## src/rtl/spi_shifter_pkg.sv

```systemverilog
package spi_shifter_pkg;

  typedef enum logic [1:0] {
    RATE_DIV_A = 2'd0,
    RATE_DIV_B = 2'd1,
    RATE_DIV_C = 2'd2,
    RATE_TMR   = 2'd3
  } rate_e;

  typedef struct packed {
    logic  cpol;
    logic  early;
    logic  smp_end;
    rate_e rate;
    logic  sdo_en;
  } shifter_cfg_t;

endpackage

```

## src/rtl/spi_rate_gen.sv

```systemverilog
module spi_rate_gen
  import spi_shifter_pkg::*;
#(
  parameter int DIV_A = 4,
  parameter int DIV_B = 16,
  parameter int DIV_C = 64
) (
  input  logic  clk,
  input  logic  rst_n,
  input  logic  run,
  input  logic  freeze,
  input  rate_e rate,
  input  logic  tmr_tick,
  output logic  half_tick
);

  localparam int HALF_A = DIV_A / 2;
  localparam int HALF_B = DIV_B / 2;
  localparam int HALF_C = DIV_C / 2;
  localparam int CW     = $clog2(HALF_C) + 1;

  logic [CW-1:0] cnt_q, cnt_d, lim;

  always_comb begin
    case (rate)
      RATE_DIV_A: lim = CW'(HALF_A - 1);
      RATE_DIV_B: lim = CW'(HALF_B - 1);
      RATE_DIV_C: lim = CW'(HALF_C - 1);
      default:    lim = '0;
    endcase
  end

  always_comb begin
    half_tick = run && !freeze && ((rate == RATE_TMR) ? tmr_tick : (cnt_q == lim));
    if (!run)                             cnt_d = '0;
    else if (freeze || rate == RATE_TMR)  cnt_d = cnt_q;
    else if (half_tick)                   cnt_d = '0;
    else                                  cnt_d = cnt_q + 1'b1;
  end

  always_ff @(posedge clk or negedge rst_n) begin
    if (!rst_n) cnt_q <= '0;
    else        cnt_q <= cnt_d;
  end

  // divider never runs past the selected half-period length
  p_cnt_bound_r6: assert property (@(posedge clk) disable iff (!rst_n)
    run |-> (cnt_q <= lim));

  // divider frozen while the transfer is suspended
  p_cnt_freeze_r8: assert property (@(posedge clk) disable iff (!rst_n)
    (run && freeze) |=> $stable(cnt_q));

endmodule

```

## src/rtl/spi_shift_core.sv

```systemverilog
module spi_shift_core #(
  parameter int W = 8
) (
  input  logic                       clk,
  input  logic                       rst_n,
  input  logic                       start,
  input  logic [W-1:0]               tx_byte,
  input  logic                       half_tick,
  input  logic                       smp_end,
  input  logic                       sdi,
  output logic                       sdo,
  output logic [$clog2(2*W)-1:0]     phase,
  output logic                       done,
  output logic [W-1:0]               rx_byte
);

  localparam int HALVES = 2 * W;
  localparam int HW     = $clog2(HALVES);

  logic [W-1:0]  tx_q, tx_d, rx_q, rx_d;
  logic [HW-1:0] half_q, half_d;
  logic          samp, end_pt;

  always_comb begin
    end_pt = half_tick && half_q[0];
    samp   = smp_end ? end_pt : (half_tick && !half_q[0]);
    rx_d   = samp ? {rx_q[W-2:0], sdi} : rx_q;

    if (start)       tx_d = tx_byte;
    else if (end_pt) tx_d = {tx_q[W-2:0], 1'b0};
    else             tx_d = tx_q;

    if (start)          half_d = '0;
    else if (half_tick) half_d = half_q + 1'b1;
    else                half_d = half_q;

    done    = half_tick && (half_q == HW'(HALVES - 1));
    rx_byte = rx_d;
    sdo     = tx_q[W-1];
    phase   = half_q;
  end

  always_ff @(posedge clk or negedge rst_n) begin
    if (!rst_n) begin
      tx_q   <= '0;
      rx_q   <= '0;
      half_q <= '0;
    end else begin
      tx_q   <= tx_d;
      rx_q   <= rx_d;
      half_q <= half_d;
    end
  end

  // the outgoing bit only moves at the end of an odd half-period or at a start
  p_sdo_step_r2: assert property (@(posedge clk) disable iff (!rst_n)
    (!start && !(half_tick && half_q[0])) |=> $stable(tx_q));

endmodule

```

## src/rtl/spi_master_shifter.sv

```systemverilog
module spi_master_shifter
  import spi_shifter_pkg::*;
#(
  parameter int DATA_W = 8,
  parameter int DIV_A  = 4,
  parameter int DIV_B  = 16,
  parameter int DIV_C  = 64
) (
  input  logic              clk,
  input  logic              rst_n,
  input  logic              wr_en,
  input  logic [DATA_W-1:0] wr_data,
  input  logic              rd_en,
  output logic [DATA_W-1:0] rd_data,
  input  logic              cfg_cpol,
  input  logic              cfg_early,
  input  logic              cfg_smp_end,
  input  logic [1:0]        cfg_rate,
  input  logic              cfg_sdo_en,
  input  logic              tmr_tick,
  input  logic              freeze,
  input  logic              sdi,
  output logic              sck,
  output logic              sdo,
  output logic              sdo_oe,
  output logic              busy,
  output logic              buf_full,
  output logic              wcol
);

  localparam int PW = $clog2(2 * DATA_W);

  shifter_cfg_t      cfg_q, cfg_d;
  logic              busy_q, busy_d, full_q, full_d, wcol_q, wcol_d;
  logic [DATA_W-1:0] buf_q, buf_d, rx_byte;
  logic [PW-1:0]     phase;
  logic              start, half_tick, done, core_sdo;

  assign start = wr_en && !busy_q;

  spi_rate_gen #(.DIV_A(DIV_A), .DIV_B(DIV_B), .DIV_C(DIV_C)) u_rate (
    .clk       (clk),
    .rst_n     (rst_n),
    .run       (busy_q),
    .freeze    (freeze),
    .rate      (cfg_q.rate),
    .tmr_tick  (tmr_tick),
    .half_tick (half_tick)
  );

  spi_shift_core #(.W(DATA_W)) u_core (
    .clk       (clk),
    .rst_n     (rst_n),
    .start     (start),
    .tx_byte   (wr_data),
    .half_tick (half_tick),
    .smp_end   (cfg_q.smp_end),
    .sdi       (sdi),
    .sdo       (core_sdo),
    .phase     (phase),
    .done      (done),
    .rx_byte   (rx_byte)
  );

  always_comb begin
    cfg_d = busy_q ? cfg_q
                   : '{cpol: cfg_cpol, early: cfg_early, smp_end: cfg_smp_end,
                       rate: rate_e'(cfg_rate), sdo_en: cfg_sdo_en};

    if (start)     busy_d = 1'b1;
    else if (done) busy_d = 1'b0;
    else           busy_d = busy_q;

    if (done)       full_d = 1'b1;
    else if (rd_en) full_d = 1'b0;
    else            full_d = full_q;

    if (busy_q && wr_en) wcol_d = 1'b1;
    else if (rd_en)      wcol_d = 1'b0;
    else                 wcol_d = wcol_q;

    buf_d = done ? rx_byte : buf_q;
  end

  always_ff @(posedge clk or negedge rst_n) begin
    if (!rst_n) begin
      cfg_q  <= '0;
      busy_q <= 1'b0;
      full_q <= 1'b0;
      wcol_q <= 1'b0;
      buf_q  <= '0;
    end else begin
      cfg_q  <= cfg_d;
      busy_q <= busy_d;
      full_q <= full_d;
      wcol_q <= wcol_d;
      buf_q  <= buf_d;
    end
  end

  always_comb begin
    if (busy_q) sck = cfg_q.cpol ^ (cfg_q.early ? phase[0] : ~phase[0]);
    else        sck = cfg_q.cpol;
    sdo      = core_sdo;
    sdo_oe   = cfg_q.sdo_en;
    busy     = busy_q;
    buf_full = full_q;
    wcol     = wcol_q;
    rd_data  = buf_q;
  end

  // clock rests at the captured idle level whenever no transfer runs
  p_sck_idle_r3: assert property (@(posedge clk) disable iff (!rst_n)
    !busy_q |-> (sck == cfg_q.cpol));

  // captured configuration is frozen for the length of a transfer
  p_cfg_hold_r10: assert property (@(posedge clk) disable iff (!rst_n)
    (busy_q && !done) |=> $stable(cfg_q));

  // a write during a transfer leaves the collision flag set
  p_wcol_set_r9: assert property (@(posedge clk) disable iff (!rst_n)
    (busy_q && wr_en) |=> wcol_q);

  // completion leaves the buffer full and the block idle
  p_full_on_done_r7: assert property (@(posedge clk) disable iff (!rst_n)
    done |=> (full_q && !busy_q));

  // a frozen transfer keeps its phase and outgoing bit
  p_freeze_hold_r8: assert property (@(posedge clk) disable iff (!rst_n)
    (busy_q && freeze) |=> ($stable(phase) && $stable(core_sdo) && busy_q));

endmodule

```

## config.mk

```make
export PLATFORM = sky130hd
export DESIGN_NAME = spi_master_shifter
export DESIGN_NICKNAME = d
export VERILOG_FILES = /design/src/rtl/spi_shifter_pkg.sv /design/src/rtl/spi_rate_gen.sv /design/src/rtl/spi_shift_core.sv /design/src/rtl/spi_master_shifter.sv
export SDC_FILE = /design/constraint.sdc
export NUM_CORES = 1
export LEC_CHECK = 0
export BUFFER_PORTS_ARGS = -buffer_cell sky130_fd_sc_hd__buf_2
export CAP_MARGIN = 20
export CORE_ASPECT_RATIO = 0.6
export CORE_MARGIN = 1
export CORE_UTILIZATION = 30
export DETAILED_ROUTE_END_ITERATION = 10
export PLACE_DENSITY_LB_ADDON = 0.3
export SYNTH_ARGS = -nofsm -noshare
export SYNTH_HDL_FRONTEND = slang
export SYNTH_HIERARCHICAL = 1
export SYNTH_SLANG_ARGS = --single-unit
```

## constraint.sdc

```tcl
create_clock -name clk -period 2.25 [get_ports clk]
set_input_delay 0.45 -clock clk [delete_from_list [all_inputs] [get_ports clk]]
set_output_delay 0.45 -clock clk [all_outputs]
set_load 0.02 [all_outputs]
```

* Word level (Yosys, flattened, before mapping) *
Cells that the tools add are included.

cells by class
  $add $sub $neg = 2
  equal/unequal tests = 6
  multiplexer cells = 18
  bitwise operators = 2
  reductions and logical operators = 17

operators by type and width
  operator                                       number
  two-way mux 8 bit                              3
  two-way mux 6 bit                              3
  case mux 5 bit (3 select lines)                1
  nonzero test 2 bit                             5
  two-way mux 1 bit                              9
  two-way mux 4 bit                              2
  logical AND 1 bit                              7
  adder 6 x 1 -> 6 bit, second input constant    1
  == test 6 x 5 -> 1 bit                         1
  adder 4 x 1 -> 4 bit, second input constant    1
  == test 2 bit, second input constant           2
  == test 4 bit, second input constant           1
  zero test 1 bit                                3
  == test 2 x 1 -> 1 bit, second input constant  1
  zero test 2 bit                                1
  inequality test 2 bit, second input constant   1
  logical OR 1 bit                               1
  NOT 1 bit                                      1
  bitwise XOR 1 bit                              1

word-level totals
  register bits after elaboration = 43
  bits of input ports = 21
  output and inout port bits = 14
  word-level logic and storage cells = 58

* Depth between registers and ports, before layout *
  depth after elaboration = 8
  mapped depth = 11
  depth with buffers taken out = 9

* Cells and area by module *
The synthesis kept the hierarchy.

by module, submodules not included
  module              instances  cells an instance  area each (um2)  sequential area each (um2)
  spi_shift_core      1          71                 849.6            500.5
  spi_master_shifter  1          42                 714.4            425.4
  spi_rate_gen        1          44                 441.7            150.1

* Worst setup path after synthesis *
Ideal clock, no wire load.

  kind = reg2reg
  from = reg cfg_q[1] in the netlist's numbering
  to = reg buf_q[0] (netlist: rd_data[0])
  setup time = 0.125 ns
  arrival time = 2.361 ns
  required time = 2.125 ns
  slack = -0.236 ns
  cell stages (with the launch flop) = 11
  path buffers = 2
  clock period less this slack = 2.486 ns
  cell sequence = dfrtp_1 -> ha_1 -> xnor2_1 -> or3_4 -> o31a_1 -> nor3b_2 -> buf_2 -> nand2_1 -> nor2_1 -> buf_6 -> mux2_4

on the way
  elaborated cells on any way between the ends = 13
  classes of those cells = eq/ne: 4; mux: 4; reduce/logical: 5

RTL lines
  element                                line                      RTL
  from (decl)                            spi_master_shifter.sv:33  shifter_cfg_t cfg_q, cfg_d;
  from (signal assigned)                 spi_master_shifter.sv:93  cfg_q <= cfg_d;
  == test 2 bit (tied with other cells)  spi_rate_gen.sv:25        case (rate)
  case mux 5 bit (3 select lines)        spi_rate_gen.sv:25
  == test 6 x 5 -> 1 bit                 spi_rate_gen.sv:34        half_tick = run && !freeze && ((rate == RATE_TMR) ? tmr_tick : (cnt_q == lim));
  two-way mux 1 bit *                    spi_rate_gen.sv:34
  logical AND 1 bit *                    spi_rate_gen.sv:34
  named net half_tick                    spi_master_shifter.sv:37  logic start, half_tick, done, core_sdo;
  logical AND 1 bit *                    spi_shift_core.sv:37      done = half_tick && (half_q == HW'(HALVES - 1));
  named net done                         spi_master_shifter.sv:37
  to (signal assigned)                   spi_master_shifter.sv:97  buf_q <= buf_d;
  to (decl)                              spi_master_shifter.sv:35  logic [DATA_W-1:0] buf_q, buf_d, rx_byte;

Mark *: on every way through the listed nets, which the timed path passes. The rest lies on a longest branch.
A chain may end at the register's enable or synchronous reset.

* Worst setup path in the final report *
  from = reg cfg_q[2] in the netlist's numbering
  to = reg buf_q[5] (netlist: rd_data[5])

on the way
  cells in the longest elaborated chain, start to end = 8
  elaborated cells on any way between the ends = 13
  classes of those cells = eq/ne: 4; mux: 4; reduce/logical: 5

ends and longest elaborated chain
  element                                      line                                        RTL
  == test 2 bit (tied with other cells)        spi_rate_gen.sv:25
  case mux 5 bit (3 select lines)              spi_rate_gen.sv:25
  == test 6 x 5 -> 1 bit                       spi_rate_gen.sv:34
  two-way mux 1 bit *                          spi_rate_gen.sv:34
  logical AND 1 bit *                          spi_rate_gen.sv:34
  named net half_tick                          spi_master_shifter.sv:37
  logical AND 1 bit, on equally long branches  spi_shift_core.sv:26, spi_shift_core.sv:25
  two-way mux 1 bit *                          spi_shift_core.sv:26                        samp = smp_end ? end_pt : (half_tick && !half_q[0]);
  two-way mux 8 bit *                          spi_shift_core.sv:27                        rx_d = samp ? {rx_q[W-2:0], sdi} : rx_q;
  named net rx_byte[5]                         spi_master_shifter.sv:35

Marks and branches as above.

==> impl_metrics.csv <==
group,metric,value,unit
global_routing,grtUsageTotal,0.1217,
cells_and_area,fillerInstances,615,
synth,synth_cell_types,30,
sta,hold_slack,0.09653,ns
global_routing,grt_pass1_vias,1287,
synth,syn_area,2006,um^2
worst_setup_path,cp.depth,9,
synth,netlist_top_cells_count,"dfrtp_1, nand2_1, mux2_4",
sta,fin_crit,2.426,ns
global_routing,grt_max_degree,21,
synth,yosysTopAreaCell,"dfrtp_1",
min_path,hold_class,"input pin to async pin",
global_routing,overflow,0,
placement,hpwl,2787,um
pwr,p_per_area,976.9,nW/um^2
cells_and_area,n_antenna_cell,0,
sta,rsz0062_at_grt,"true",
worst_setup_path,slowest_stage,"dfrtp_1",
die,die_x,107.6,um
detailed_routing,firstDrtPassIters,4,
detailed_routing,wl_per_cell,12.72,um
detailed_routing,vias,1280,
synth,synth-seq-area-share,0.5365,
flow_run,max_cap_violations,0,
sta,tightest_slew,0.4702,ns
die,die_area,7027,um^2
worst_setup_path,cp-end-kind,"flip-flop",
detailed_routing,drtIter0Drc,52,
sta,drv_slew,0,
cells_and_area,fin_nets,236,
worst_setup_path,cp-startpoint,"cfg_q[2]$_DFFE_PN0N_",
detailed_routing,top_layer,"met4",
sta,fin_skew,0.01042,ns
worst_setup_path,cp_cell_sequence,"ha_2 -> xnor2_1 -> or3_4 -> o31a_1 -> nor3b_2 -> buf_4 -> nand2_8 -> mux2_4 -> mux2_4",
worst_setup_path,path_class,"flip-flop to flip-flop",
synth,synth_nets,183,
worst_setup_path,cpPeakStageDelay,0.44,ns
pwr,peakVddDrop,0.3832,mV
global_routing,grt_pass1_wl,6348,um
worst_setup_path,r2r_start,"cfg_q[2]$_DFFE_PN0N_",
die,core,6276,um^2
clocking,cts-root-buf,"clkbuf_8",
clocking,htreeDepth,2,
worst_setup_path,critPathTopFamily,"multiplexers",
pwr,p_total,2.496,mW
clocking,clock_path_buffers,2,
synth,synthArstFlopShare,1.000,
worst_setup_path,cp_common_cell,"mux2_4",
synth,avgSynthCellArea,12.77,um^2
worst_setup_path,r2r_end,"rd_data[5]$_DFFE_PN0P_",
pwr,leakagePower,1.290,nW
worst_setup_path,cp-start-kind,"flip-flop",
clocking,clk_latency,0.30,ns
placement,globalplace.congestion,0.7791,
synth,synth_edf_count,0,
clocking,cts_tree,"done",
worst_setup_path,required,2.45,ns
detailed_routing,routed-wl-met3,206,um
sta,worst_slack,-0.1762,ns
synth,synth_seq_cells,43,
synth,synthFlopType,"dfrtp_1",
cells_and_area,drive_above_1_share,0.4408,
placement,place_ws,-0.1551,ns
global_routing,antenna_found_initial,0,
synth,synth_top_area_share,0.5365,
placement,dp_cells,284,
detailed_routing,vias_per_cell,4.339,
detailed_routing,routed_wl,3751,um
clocking,cts_buffers,5,
status,violations,"setup timing",
worst_setup_path,crit_fanout,8,
sta,hold_viol,0,
die,start_util,0.3196,
worst_setup_path,rrSetupSlack,-0.18,ns
status,status,"complete, but fails checks",
sta,finalSetupTns,-1.686,ns
die,die_h,65.34,um
synth,synth.most_common_cell,"dfrtp_1",
die,ios,35,
worst_setup_path,r2r_cells,9,
detailed_routing,routed-wl-met2,1484,um
cells_and_area,finalNonFillerCells,295,
sta,min_period_over_period,1.078,
placement,numPortBuffers,34,
cells_and_area,area_growth,27.39,%
synth,synth.top_cells.by_area,"dfrtp_1, mux2_4, mux2_2, mux2i_1, ha_1",
detailed_routing,drc,0,
detailed_routing,drt-met1-wl,2032,um
synth,synth_warnings,6,
clocking,path_clk_slew,0.09,ns
worst_setup_path,arrival,2.62,ns
worst_setup_path,crit_end,"rd_data[5]$_DFFE_PN0P_",
worst_setup_path,critical_path_buf_inv_count,1,
detailed_routing,ant_nets,0,
sta,maxSlewHeadroom,0.6865,
sta,clock.fmax,412.2,MHz
clocking,cts_sinks,43,
synth,synth_cells,157,
die,num_rows,22,
clocking,cts_hold_buf,0,
sta,setup_viol,17,
==> final cells by class <==
class,instances,area (um^2),area share
Clock buffer,5,68.82,0.02693
Clock inverter,3,43.79,0.01714
Inverter,3,11.26,0.004407
Multi-Input combinational cell,106,939.7,0.3678
Sequential cell,43,1076,0.4212
Tap cell,84,105.1,0.04114
Timing Repair Buffer,51,310.3,0.1214
==> stage by stage <==
stage            util  area, um^2
2_1_floorplan       -        2021
3_3_place_gp   0.3786        2376
3_5_place_dp   0.3786        2376
4_1_cts        0.4025        2526
5_1_grt        0.4071        2555
6_report       0.4071        2555
==> metal layers <==
metal,vias to the layer above,GRT usage
li1,647,-
met1,599,0.1790
met2,32,0.1603
met3,2,0.04762
met4,0,0.03596
met5,-,0
==> sequential cells by signal, indices dropped and copies added (netlist names) <==
register,count
rd_data,8
u_core/rx_q,8
u_core/tx_q,8
u_rate/cnt_q,6
cfg_q,5
u_core/phase,4
buf_full,1
busy,1
sdo_oe,1
wcol,1
==> cell usage in the layout (no fill, tap or decap), types with 2 or more instances in the layout <==
master,synthesis,layout
dfrtp_1,43,43
buf_2,1,34
buf_4,0,16
nand2_1,16,15
mux2_4,13,14
nor2_1,12,11
mux2_2,9,8
mux2i_1,8,8
o21ai_1,0,7
xor2_1,6,6
xnor2_1,5,5
clkbuf_8,0,5
inv_1,3,3
nand4_1,3,3
ha_1,5,3
a21oi_1,2,2
nand2_8,0,2
and2_1,2,2
nor3_1,2,2
nand3_1,2,2
o22ai_1,2,2
==> how the worst min path moves through the flow <==
stage / start / to / slack, ns
floorplan: rst_n / buf_full$_DFFE_PN0P_ / 0.15
global placement: rst_n / cfg_q[5]$_DFFE_PN0N_ / 0.45
detailed placement: rst_n / cfg_q[5]$_DFFE_PN0N_ / 0.44
CTS: rst_n / u_core/tx_q[4]$_DFFE_PN0P_ / 0.11
global route: rst_n / u_core/tx_q[3]$_DFFE_PN0P_ / 0.12
finish: rst_n / u_core/tx_q[4]$_DFFE_PN0P_ / 0.1
==> logic make-up after synthesis <==
| group | after synthesis | synth area share |
|---|---|---|
| adders and majority gates | 5 | 0.03119 |
| muxes | 31 | 0.1990 |
| and+or+nand+nor | 43 | 0.1042 |
| xor gates and xnor gates | 11 | 0.04803 |
| buffers and inverters | 8 | 0.02308 |
| DFF | 43 | 0.5365 |
| AOI/OAI and AO/OA | 16 | 0.05802 |
==> where the power goes <==
part	switching, mW	leakage, nW	total [mW]	internal, mW
logic	0.369	0.680	0.763	0.394
registers	0.158	0.552	1.13	0.968
clock network	0.276	0.0581	0.606	0.331
==> timing repair <==
| item | in CTS | in global routing |
|---|---|---|
| cloned | 0 | 0 |
| setup buffers | 2 | 2 |
| setup endpoints to repair | 16 | 28 |
| resized for setup | 11 | 3 |
Power figures use the tool's default switching activity.
